## src/rtl/gpo_pkg.sv

```systemverilog
package gpo_pkg;

    localparam int ADDR_W = 3;

    typedef enum logic [ADDR_W-1:0] {
        ADDR_FULL   = 3'd0,
        ADDR_MASKED = 3'd1,
        ADDR_CMD    = 3'd2,
        ADDR_ENABLE = 3'd3,
        ADDR_STATUS = 3'd4
    } gpo_addr_e;

    typedef enum logic [1:0] {
        CMD_KEEP = 2'b00,
        CMD_SET  = 2'b01,
        CMD_CLR  = 2'b10,
        CMD_FLIP = 2'b11
    } chan_cmd_e;

    typedef struct packed {
        logic full;
        logic masked;
        logic cmd;
        logic enable;
    } wr_sel_t;

    // Next level of one channel under a two-bit command
    function automatic logic chan_apply(input logic cur, input chan_cmd_e c);
        logic nxt;
        case (c)
            CMD_SET:  nxt = 1'b1;
            CMD_CLR:  nxt = 1'b0;
            CMD_FLIP: nxt = ~cur;
            default:  nxt = cur;
        endcase
        return nxt;
    endfunction

endpackage

```

## src/rtl/gpo_decode.sv

```systemverilog
module gpo_decode
    import gpo_pkg::*;
(
    input  logic              bus_wr,
    input  logic [ADDR_W-1:0] bus_addr,
    output wr_sel_t           sel
);
    always_comb begin
        sel = '0;
        if (bus_wr) begin
            case (bus_addr)
                ADDR_FULL:   sel.full   = 1'b1;
                ADDR_MASKED: sel.masked = 1'b1;
                ADDR_CMD:    sel.cmd    = 1'b1;
                ADDR_ENABLE: sel.enable = 1'b1;
                default:     sel        = '0;
            endcase
        end
    end
endmodule

```

## src/rtl/gpo_state.sv

```systemverilog
module gpo_state
    import gpo_pkg::*;
#(
    parameter int N = 8,
    localparam int DW = 2 * N
) (
    input  logic          clk,
    input  logic          rst,
    input  wr_sel_t       sel,
    input  logic [DW-1:0] wdata,
    output logic [N-1:0]  level_q
);
    logic [N-1:0] level_d;

    for (genvar i = 0; i < N; i++) begin : g_chan
        chan_cmd_e cmd_i;
        assign cmd_i = chan_cmd_e'(wdata[2*i +: 2]);

        always_comb begin
            level_d[i] = level_q[i];
            if (sel.full)
                level_d[i] = wdata[i];
            else if (sel.masked && wdata[i])
                level_d[i] = wdata[N + i];
            else if (sel.cmd)
                level_d[i] = chan_apply(level_q[i], cmd_i);
        end
    end

    always_ff @(posedge clk) begin
        if (rst)
            level_q <= '0;
        else
            level_q <= level_d;
    end
endmodule

```

## src/rtl/gpo_enable.sv

```systemverilog
module gpo_enable #(
    parameter int N = 8
) (
    input  logic         clk,
    input  logic         rst,
    input  logic         load,
    input  logic [N-1:0] wdata,
    output logic [N-1:0] en_q
);
    always_ff @(posedge clk) begin
        if (rst)
            en_q <= '0;
        else if (load)
            en_q <= wdata;
    end
endmodule

```

## src/rtl/gpo_readmux.sv

```systemverilog
module gpo_readmux
    import gpo_pkg::*;
#(
    parameter int N = 8,
    localparam int DW = 2 * N
) (
    input  logic [ADDR_W-1:0] addr,
    input  logic [N-1:0]      level,
    input  logic [N-1:0]      en,
    output logic [DW-1:0]     rdata
);
    always_comb begin
        rdata = '0;
        case (addr)
            ADDR_STATUS: rdata[N-1:0] = level;
            ADDR_ENABLE: rdata[N-1:0] = en;
            default:     rdata = '0;
        endcase
    end
endmodule

```

## src/rtl/gpo_bank.sv

```systemverilog
module gpo_bank
    import gpo_pkg::*;
#(
    parameter int N = 8,
    localparam int DW = 2 * N
) (
    input  logic              clk,
    input  logic              rst,
    input  logic              bus_wr,
    input  logic [ADDR_W-1:0] bus_addr,
    input  logic [DW-1:0]     bus_wdata,
    output logic [DW-1:0]     bus_rdata,
    output logic [N-1:0]      pin_out
);
    wr_sel_t      sel;
    logic [N-1:0] level_q;
    logic [N-1:0] en_q;

    gpo_decode u_dec (
        .bus_wr   (bus_wr),
        .bus_addr (bus_addr),
        .sel      (sel)
    );

    gpo_state #(.N(N)) u_state (
        .clk     (clk),
        .rst     (rst),
        .sel     (sel),
        .wdata   (bus_wdata),
        .level_q (level_q)
    );

    gpo_enable #(.N(N)) u_en (
        .clk   (clk),
        .rst   (rst),
        .load  (sel.enable),
        .wdata (bus_wdata[N-1:0]),
        .en_q  (en_q)
    );

    gpo_readmux #(.N(N)) u_rd (
        .addr  (bus_addr),
        .level (level_q),
        .en    (en_q),
        .rdata (bus_rdata)
    );

    assign pin_out = level_q & en_q;
endmodule

```

## config.mk

```make
export PLATFORM = sky130hd
export DESIGN_NAME = gpo_bank
export DESIGN_NICKNAME = d
export VERILOG_FILES = /design/src/rtl/gpo_pkg.sv /design/src/rtl/gpo_decode.sv /design/src/rtl/gpo_state.sv /design/src/rtl/gpo_enable.sv /design/src/rtl/gpo_readmux.sv /design/src/rtl/gpo_bank.sv
export SDC_FILE = /design/constraint.sdc
export NUM_CORES = 1
export LEC_CHECK = 0
export ABC_CLOCK_PERIOD_IN_PS = 1100
export BUFFER_PORTS_ARGS = -buffer_cell sky130_fd_sc_hd__buf_4
export CORE_ASPECT_RATIO = 1.2
export CORE_MARGIN = 2
export CORE_UTILIZATION = 44
export DETAILED_ROUTE_END_ITERATION = 6
export GPL_TIMING_DRIVEN = 1
export PLACE_DENSITY = 0.73
export SLEW_MARGIN = 20
export SYNTH_ARGS = -nofsm -noshare
export SYNTH_HDL_FRONTEND = slang
export SYNTH_HIERARCHICAL = 1
export SYNTH_SLANG_ARGS = --single-unit
export TNS_END_PERCENT = 50
```

## constraint.sdc

```tcl
create_clock -name clk -period 1.1 [get_ports clk]
set_input_delay 0.11 -clock clk [delete_from_list [all_inputs] [get_ports clk]]
set_output_delay 0.11 -clock clk [all_outputs]
set_load 0.1 [all_outputs]
```

======== Word level (Yosys, flattened, before mapping) ========
Index checks and enable logic that the tools add are counted.
operators by class
  equality and inequality tests ........... 28
  mux-type cells .......................... 38
  bitwise operators ....................... 9
  reduce and logical (&&, ||, !) cells .... 33
operators by type and width
  cell                  count
  $reduce_bool A5 Y1    8
  $eq A2 B2 Y1 const B  16
  $mux W1               28
  $pmux W1 S3           8
  $reduce_bool A3 Y1    8
  $eq A2 B1 Y1 const B  8
  $pmux W8 S2           1
  $reduce_and A2 Y1     8
  $and A8 B8 Y8         1
  $logic_and A1 B1 Y1   8
  $not A1 Y1            8
  $eq A3 B2 Y1 const B  2
  $mux W4               1
  $eq A3 B1 Y1 const B  1
  $eq A3 B3 Y1 const B  1
  $logic_not A3 Y1      1
word-level totals
  flip-flop bits (word level) ............. 16
  input bits .............................. 22
  output and inout bits ................... 24

======== Depth between registers and ports, before layout ========
Gate-level depths: netlist (run 1).
  depth in word-level cells ............... 6
  depth in mapped cells ................... 6
  depth with buffers taken out ............ 5

======== Cells and area by module ========
The synthesis (run 1) kept the hierarchy.
by module, submodules not included
  module       instances  cells each  area an instance (um^2)  seq. area each (um^2)
  gpo_state    1          83          708.2                    160.2
  gpo_enable   1          26          285.3                    160.2
  gpo_readmux  1          20          172.7                    0.0
  gpo_bank     1          8           50.0                     0.0
  gpo_decode   1          4           50.0                     0.0

======== Worst setup path after synthesis (run 1) ========
OpenSTA, ideal clock, no wires.
  path type ............................... input to output
  from .................................... input port bus_addr[1]
  to ...................................... output port bus_rdata[0]
  arrival time ............................ 1.217 ns
  setup slack ............................. -0.227 ns
  stages on the path ...................... 2
  path through ............................ nor3b_4 > a22o_1
between the ends
  cells in the longest elaborated chain, start to end .. 2
  elaborated cells on any way between the ends .. 3
ends and longest elaborated chain
  item                                          line               source
  from (decl)                                   gpo_bank.sv:10     input logic [ADDR_W-1:0] bus_addr,
  $eq A3 B2 Y1 or $eq A3 B3 Y1 (tied branches)  gpo_readmux.sv:14  case (addr)
  $pmux W8 S2 *                                 gpo_readmux.sv:14
  to (decl)                                     gpo_bank.sv:12     output logic [DW-1:0] bus_rdata,
Mark *: on every way between the ends. The rest lies on a longest branch, timed or not.

======== Worst setup path after layout (run 1) ========
  from .................................... register u_state.level_q[1]
  to ...................................... output port bus_rdata[1]
between the ends
  cells in the longest elaborated chain, start to end .. 1
ends and longest elaborated chain
  item                    line               source
  from (decl)             gpo_state.sv:11    output logic [N-1:0] level_q
  from (signal assigned)  gpo_state.sv:34    level_q <= level_d;
  $pmux W8 S2             gpo_readmux.sv:14
No other way between the ends.

==> impl_metrics.py, run 1 <==
metrics = {
    "setup_path": {
        "cp.buffers_inverters": 1,
        "critPathMaxFanout": 3,
        "crit_chain": "a22o_4 -> buf_12",
        "criticalPathCategory": "reg -> out",
        "cp-start-kind": "register",
        "setup.worst_path.end_class": "primary output",
        "path_delay_family": "flip-flops",
        "arrival_ns": 1.09,
        "slowest_stage": "dfxtp_2",
        "critical-path-max-stage-delay_ns": 0.36,
        "crit_required_ns": 0.99,
    },
    "cts": {
        "ctsLongestPathBuffers": 2,
        "cts_tree": "built",
        "clk_pin_slew_ns": 0.12,
        "postCtsHoldBufs": 0,
        "cts-buffers-inserted": 3,
        "cts_sinks": 16,
        "cts-root-buf": "clkbuf_4",
        "clk_latency_ns": 0.31,
        "htree_levels": 1,
    },
    "layout": {
        "final_core_util": 0.719,
        "antenna_cells": 0,
        "final_cells": 231,
        "layout-drive-gt1-share": 0.533,
        "area_delta_synth_final_pct": 56.6,
        "nets": 226,
    },
    "yosys": {
        "synth_mux_area_frac": 0.0791,
        "syn_area_um2": 1270,
        "yosys.area_share.simple": 0.193,
        "yosysTopAreaCell": "dfxtp_1",
        "ys_seq_area_frac": 0.253,
        "synth.ff_latch_count": 16,
        "avgSynthCellArea_um2": 8.98,
        "synth_compound_area_frac": 0.283,
        "synth_top_family_by_area": "compound AO/OA/AOI/OAI gates",
        "syn_inst": 141,
        "synthXorXnorAreaFrac": 0,
        "synth_top_cell_area_share": 0.253,
        "yosys.area_share.adder": 0.0593,
        "yosys_warnings": 6,
        "synth.lib_cells_used.distinct": 32,
        "synth_area_leaders": "dfxtp_1, mux2i_1, a21o_1",
    },
    "sta": {
        "timing.fmax_mhz": 834,
        "rsz0062_at_grt": "yes",
        "finalSetupViolations": 15,
        "tns_ns": -0.731,
        "finalWorstSetupSlack_ns": -0.0987,
        "final-max-slew-violation-count": 0,
        "hold_viol_final": 0,
        "holdWs_ns": 0.0629,
        "clock_skew_ns": 0,
        "period_minus_slack_ns": 1.20,
        "period_share": 1.09,
    },
    "global_route": {
        "overflow": 0,
        "grt_max_degree": 19,
        "antenna_found_initial": 0,
        "grt.total_usage": 0.253,
        "grt_first_pass_wirelength_um": 6280,
        "grt_pass1_vias": 1313,
    },
    "place": {
        "port_buffers": 37,
        "gp_congestion": 0.872,
        "dp.cells": 220,
        "dp_hpwl_um": 2510,
    },
    "drt": {
        "wl_um": 3760,
        "first_iter_violations": 33,
        "post_drt_wl_per_cell_um": 16.3,
        "first_pass_iters": 4,
        "via_count": 1276,
        "vias_per_cell": 5.52,
        "drc": 0,
        "antenna_left": 0,
    },
    "power": {
        "worst_ir_drop_vdd_uv": 833,
        "pwr_density_cell_nw_per_um2": 780,
        "total_leakage_power_nw": 0.957,
    },
    "floorplan": {
        "fp-row-count": 21,
        "ios": 46,
        "die_h_um": 62.8,
        "die_x_um": 53.0,
        "fp.dieArea_um2": 3320,
        "start_util": 0.459,
        "core_area_um2": 2760,
    },
    "status": {
        "violations": "negative setup slack",
        "run_status": "finished with violations",
    },
    "worst_hold_path": {
        "hold_class": "in -> reg",
    },
    "flow_run": {
        "maxCapViolCount": 0,
    },
}
==> kinds of logic after synthesis <==
| family | after synthesis |
|---|---|
| muxes | 10 |
| other | 1 |
| buffers and inverters | 21 |
| DFF | 16 |
| and+or+nand+nor | 41 |
| AOI/OAI and AO/OA | 46 |
| adders and majority gates | 6 |
==> final timing paths <==
check / startpoint / end / slack, ns / cells past startpoint
max: u_state/level_q[1] / bus_rdata[1] / -0.1 / 2
min: bus_wdata[7] / u_state/level_q[7] / 0.06 / 3
max reg2reg: u_state/level_q[1] / u_state/level_q[1] / 0.07 / 4
min reg2reg: u_en/en_q[6] / u_en/en_q[6] / 0.54 / 2
==> stage by stage <==
step	total power [mW]	area [µm²]	worst slack (ns)
after CTS	1.52	1950	-0.0779
final	1.55	1980	-0.0987
after global placement	1.07	1610	-0.126
after global routing	1.61	1980	-0.122
after detailed placement	1.08	1610	-0.172
after floorplan	0.951	1300	-0.127
==> sequential cells by signal, summed over array words and instances, names as in the netlist <==
register	cells
u_state/level_q	8
u_en/en_q	8
==> cells in the mapped netlist <==
master and number:
a211oi_2 1, a21o_1 11, a21oi_1 8, a22o_1 8, a31o_1 3, a32oi_1 5, and2_1 8, and3b_1 1
and4b_1 1, and4bb_2 2, buf_1 1, buf_4 8, buf_6 7, clkbuf_4 1, conb_1 1, dfxtp_1 16
ha_1 6, inv_1 3, inv_2 1, mux2i_1 10, nand2_1 2, nand3_1 5, nor2_1 16, nor2b_1 3
nor3_1 1, nor3b_4 1, nor4b_2 1, o2111ai_1 2, o211ai_1 1, o21ai_0 3, o31a_1 2, o31ai_2 2
==> worst register-to-register path, stage by stage (launching register included) <==
cell and delay (ns):
dfxtp_2 0.36, buf_4 0.14, mux2i_1 0.15, a21oi_1 0.10, o31ai_2 0.21
==> where the power goes <==
| part | internal, mW | total [mW] | leakage [nW] | switching, mW |
|---|---|---|---|---|
| sequential | 0.604 | 0.625 | 0.137 | 0.0217 |
| clock | 0.202 | 0.424 | 0.0210 | 0.222 |
| combinational | 0.187 | 0.497 | 0.799 | 0.310 |
| total | 0.992 | 1.55 | 0.957 | 0.554 |
==> cell usage in the layout (no fill, tap or decap), types with 6 or more instances in the layout <==
master,instances
a22o_4,7
conb_1,8
and2_4,8
dfxtp_2,15
a21o_1,11
mux2i_1,10
ha_1,6
nor2_1,16
buf_12,15
a21oi_1,8
buf_4,46
==> what timing repair did <==
action | 4_1_cts | 5_1_grt
gates resized for setup | 69 | 8
hold endpoints to repair | 0 | 0
setup endpoints to repair | 16 | 16
setup buffers | 6 | 1
pin swaps | 1 | 4
gates cloned | 0 | 0
==> metal layers <==
layer | track usage | vias up | wire, µm
met3 | 0.0215 | 14 | 192
met5 | 0 | - | 0
met1 | 0.319 | 594 | 1480
li1 | - | 616 | -
met2 | 0.434 | 52 | 1990
met4 | 0.0929 | 0 | 105
==> layout make-up <==
type	count	area (µm²)
repair buffers	62	661
clock buffers	4	36.3
multi-input cells	111	890
flip-flops and latches	16	339
fillers	212	776
inverters	4	15.0
well taps	34	42.5
Note: power is estimated with default switching activity, not from simulation.
==> inputs of run 2 (changes only) <==
- CORE_UTILIZATION: 44 -> 24
- PLACE_DENSITY: 0.73 -> 0.44
==> impl_metrics.py, run 2 (synthesis results as in run 1) <==
metrics = {
    "setup_path": {
        "critical-path-max-stage-delay_ns": 0.24,
        "crit_required_ns": 0.99,
        "cp-start-kind": "input pin",
        "path_delay_family": "buffers and inverters",
        "cp.buffers_inverters": 3,
        "critPathMaxFanout": 6,
        "slowest_stage": "and3b_2",
        "crit_chain": "buf_6 -> and3b_2 -> buf_12 -> a22o_4 -> buf_12",
        "arrival_ns": 1.00,
        "setup.worst_path.end_class": "primary output",
        "cpMostUsedCell": "buf_12",
        "criticalPathCategory": "in -> out",
    },
    "floorplan": {
        "start_util": 0.253,
        "ios": 46,
        "fp-row-count": 28,
        "fp.dieArea_um2": 5880,
        "die_h_um": 83.6,
        "core_area_um2": 5010,
        "die_x_um": 70.3,
    },
    "cts": {
        "clk_latency_ns": 0.24,
        "cts_sinks": 16,
        "cts-buffers-inserted": 3,
        "clk_pin_slew_ns": 0.06,
        "htree_levels": 1,
        "ctsLongestPathBuffers": 2,
        "postCtsHoldBufs": 0,
        "cts_tree": "built",
        "cts-root-buf": "clkbuf_8",
    },
    "layout": {
        "final_cells": 258,
        "area_delta_synth_final_pct": 67.3,
        "reg.largest.list": "u_en/en_q x8, u_state/level_q x8",
        "mostFrequentLayoutCells": "buf_4, buf_12, nor2_1",
        "final_area_um2": 2120,
        "nets": 228,
        "final_common_cell": "buf_4",
        "layout-drive-gt1-share": 0.530,
        "antenna_cells": 0,
        "fillers": 502,
    },
    "drt": {
        "drc": 0,
        "first_iter_violations": 39,
        "antenna_left": 0,
        "post_drt_wl_per_cell_um": 14.3,
        "wl_um": 3690,
        "vias_per_cell": 4.83,
        "via_count": 1246,
        "first_pass_iters": 4,
    },
    "sta": {
        "rsz0062_at_grt": "yes",
        "period_share": 1.01,
        "period_minus_slack_ns": 1.11,
        "clock_skew_ns": 0,
        "finalWorstSetupSlack_ns": -0.00718,
        "timing.fmax_mhz": 903,
        "finalSetupViolations": 6,
        "final-max-slew-violation-count": 0,
        "hold_viol_final": 0,
    },
    "place": {
        "dp_hpwl_um": 2740,
        "placed_cell_area_um2": 1680,
        "gp_congestion": 0.735,
        "dp.cells": 245,
        "port_buffers": 37,
        "dp_slack_ns": -0.186,
    },
    "power": {
        "worst_ir_drop_vdd_uv": 476,
        "pwr_density_cell_nw_per_um2": 748,
        "power.total_mw": 1.58,
        "total_leakage_power_nw": 0.990,
    },
    "status": {
        "run_status": "finished with violations",
        "violations": "negative setup slack",
    },
    "global_route": {
        "grt_pass1_vias": 1290,
        "antenna_found_initial": 0,
        "grt_first_pass_wirelength_um": 6150,
        "overflow": 0,
        "grt_max_degree": 19,
        "grt.total_usage": 0.128,
    },
    "flow_run": {
        "maxCapViolCount": 0,
    },
    "worst_hold_path": {
        "hold_class": "in -> reg",
    },
}
## run 2: cell types whose count changed in the layout (fill, tap and decap cells not counted), sizes merged
cell / change
buf: +2
clkbuf: -1
## run 2: layer usage
metal  GRT usage  vias up  wire length [µm]
met5           0        -                 0
met4      0.0367        0                23
met3      0.0217        2               126
met2       0.229       21              1930
met1       0.153      603              1610
li1            -      620                 -
## run 2: final timing paths
kind,from,to,slack (ns),cells after the start
max,bus_addr[0],bus_rdata[7],-0.007,5
min reg2reg,u_en/en_q[2],u_en/en_q[2],0.52,2
max reg2reg,u_state/level_q[0],u_state/level_q[0],0.13,4
min,rst,u_state/level_q[4],0.12,2
## run 2: report_power, final
| group | switching [mW] | total [mW] | internal, mW |
|---|---|---|---|
| clock | 0.197 | 0.439 | 0.242 |
| sequential | 0.0196 | 0.624 | 0.604 |
| combinational | 0.310 | 0.522 | 0.211 |
## run 2: repair_timing
action	in CTS	in global routing
hold endpoints to repair	0	0
resized for setup	69	12
buffers inserted	10	0
cloned	0	0
pin swaps	2	0
setup endpoints to repair	16	16
## run 2: through the flow
stage	utilization	TNS [ns]	hold WS, ns
finish	0.423	-0.0189	0.122
global route	0.423	-0.213	0.135
CTS	0.417	-0.0876	0.117
detailed placement	0.336	-2.57	0.385
global placement	0.336	-2.49	0.373
floorplan	-	-0.854	0.247
## run 2: cell type report
class,instances,area [µm²],share of cell area
multi-input cells,111,896,0.423
flip-flops and latches,16,338,0.159
clock buffers,3,41.3,0.0195
repair buffers,64,753,0.356
inverters,4,15.0,0.00709
well taps,60,75.1,0.0354
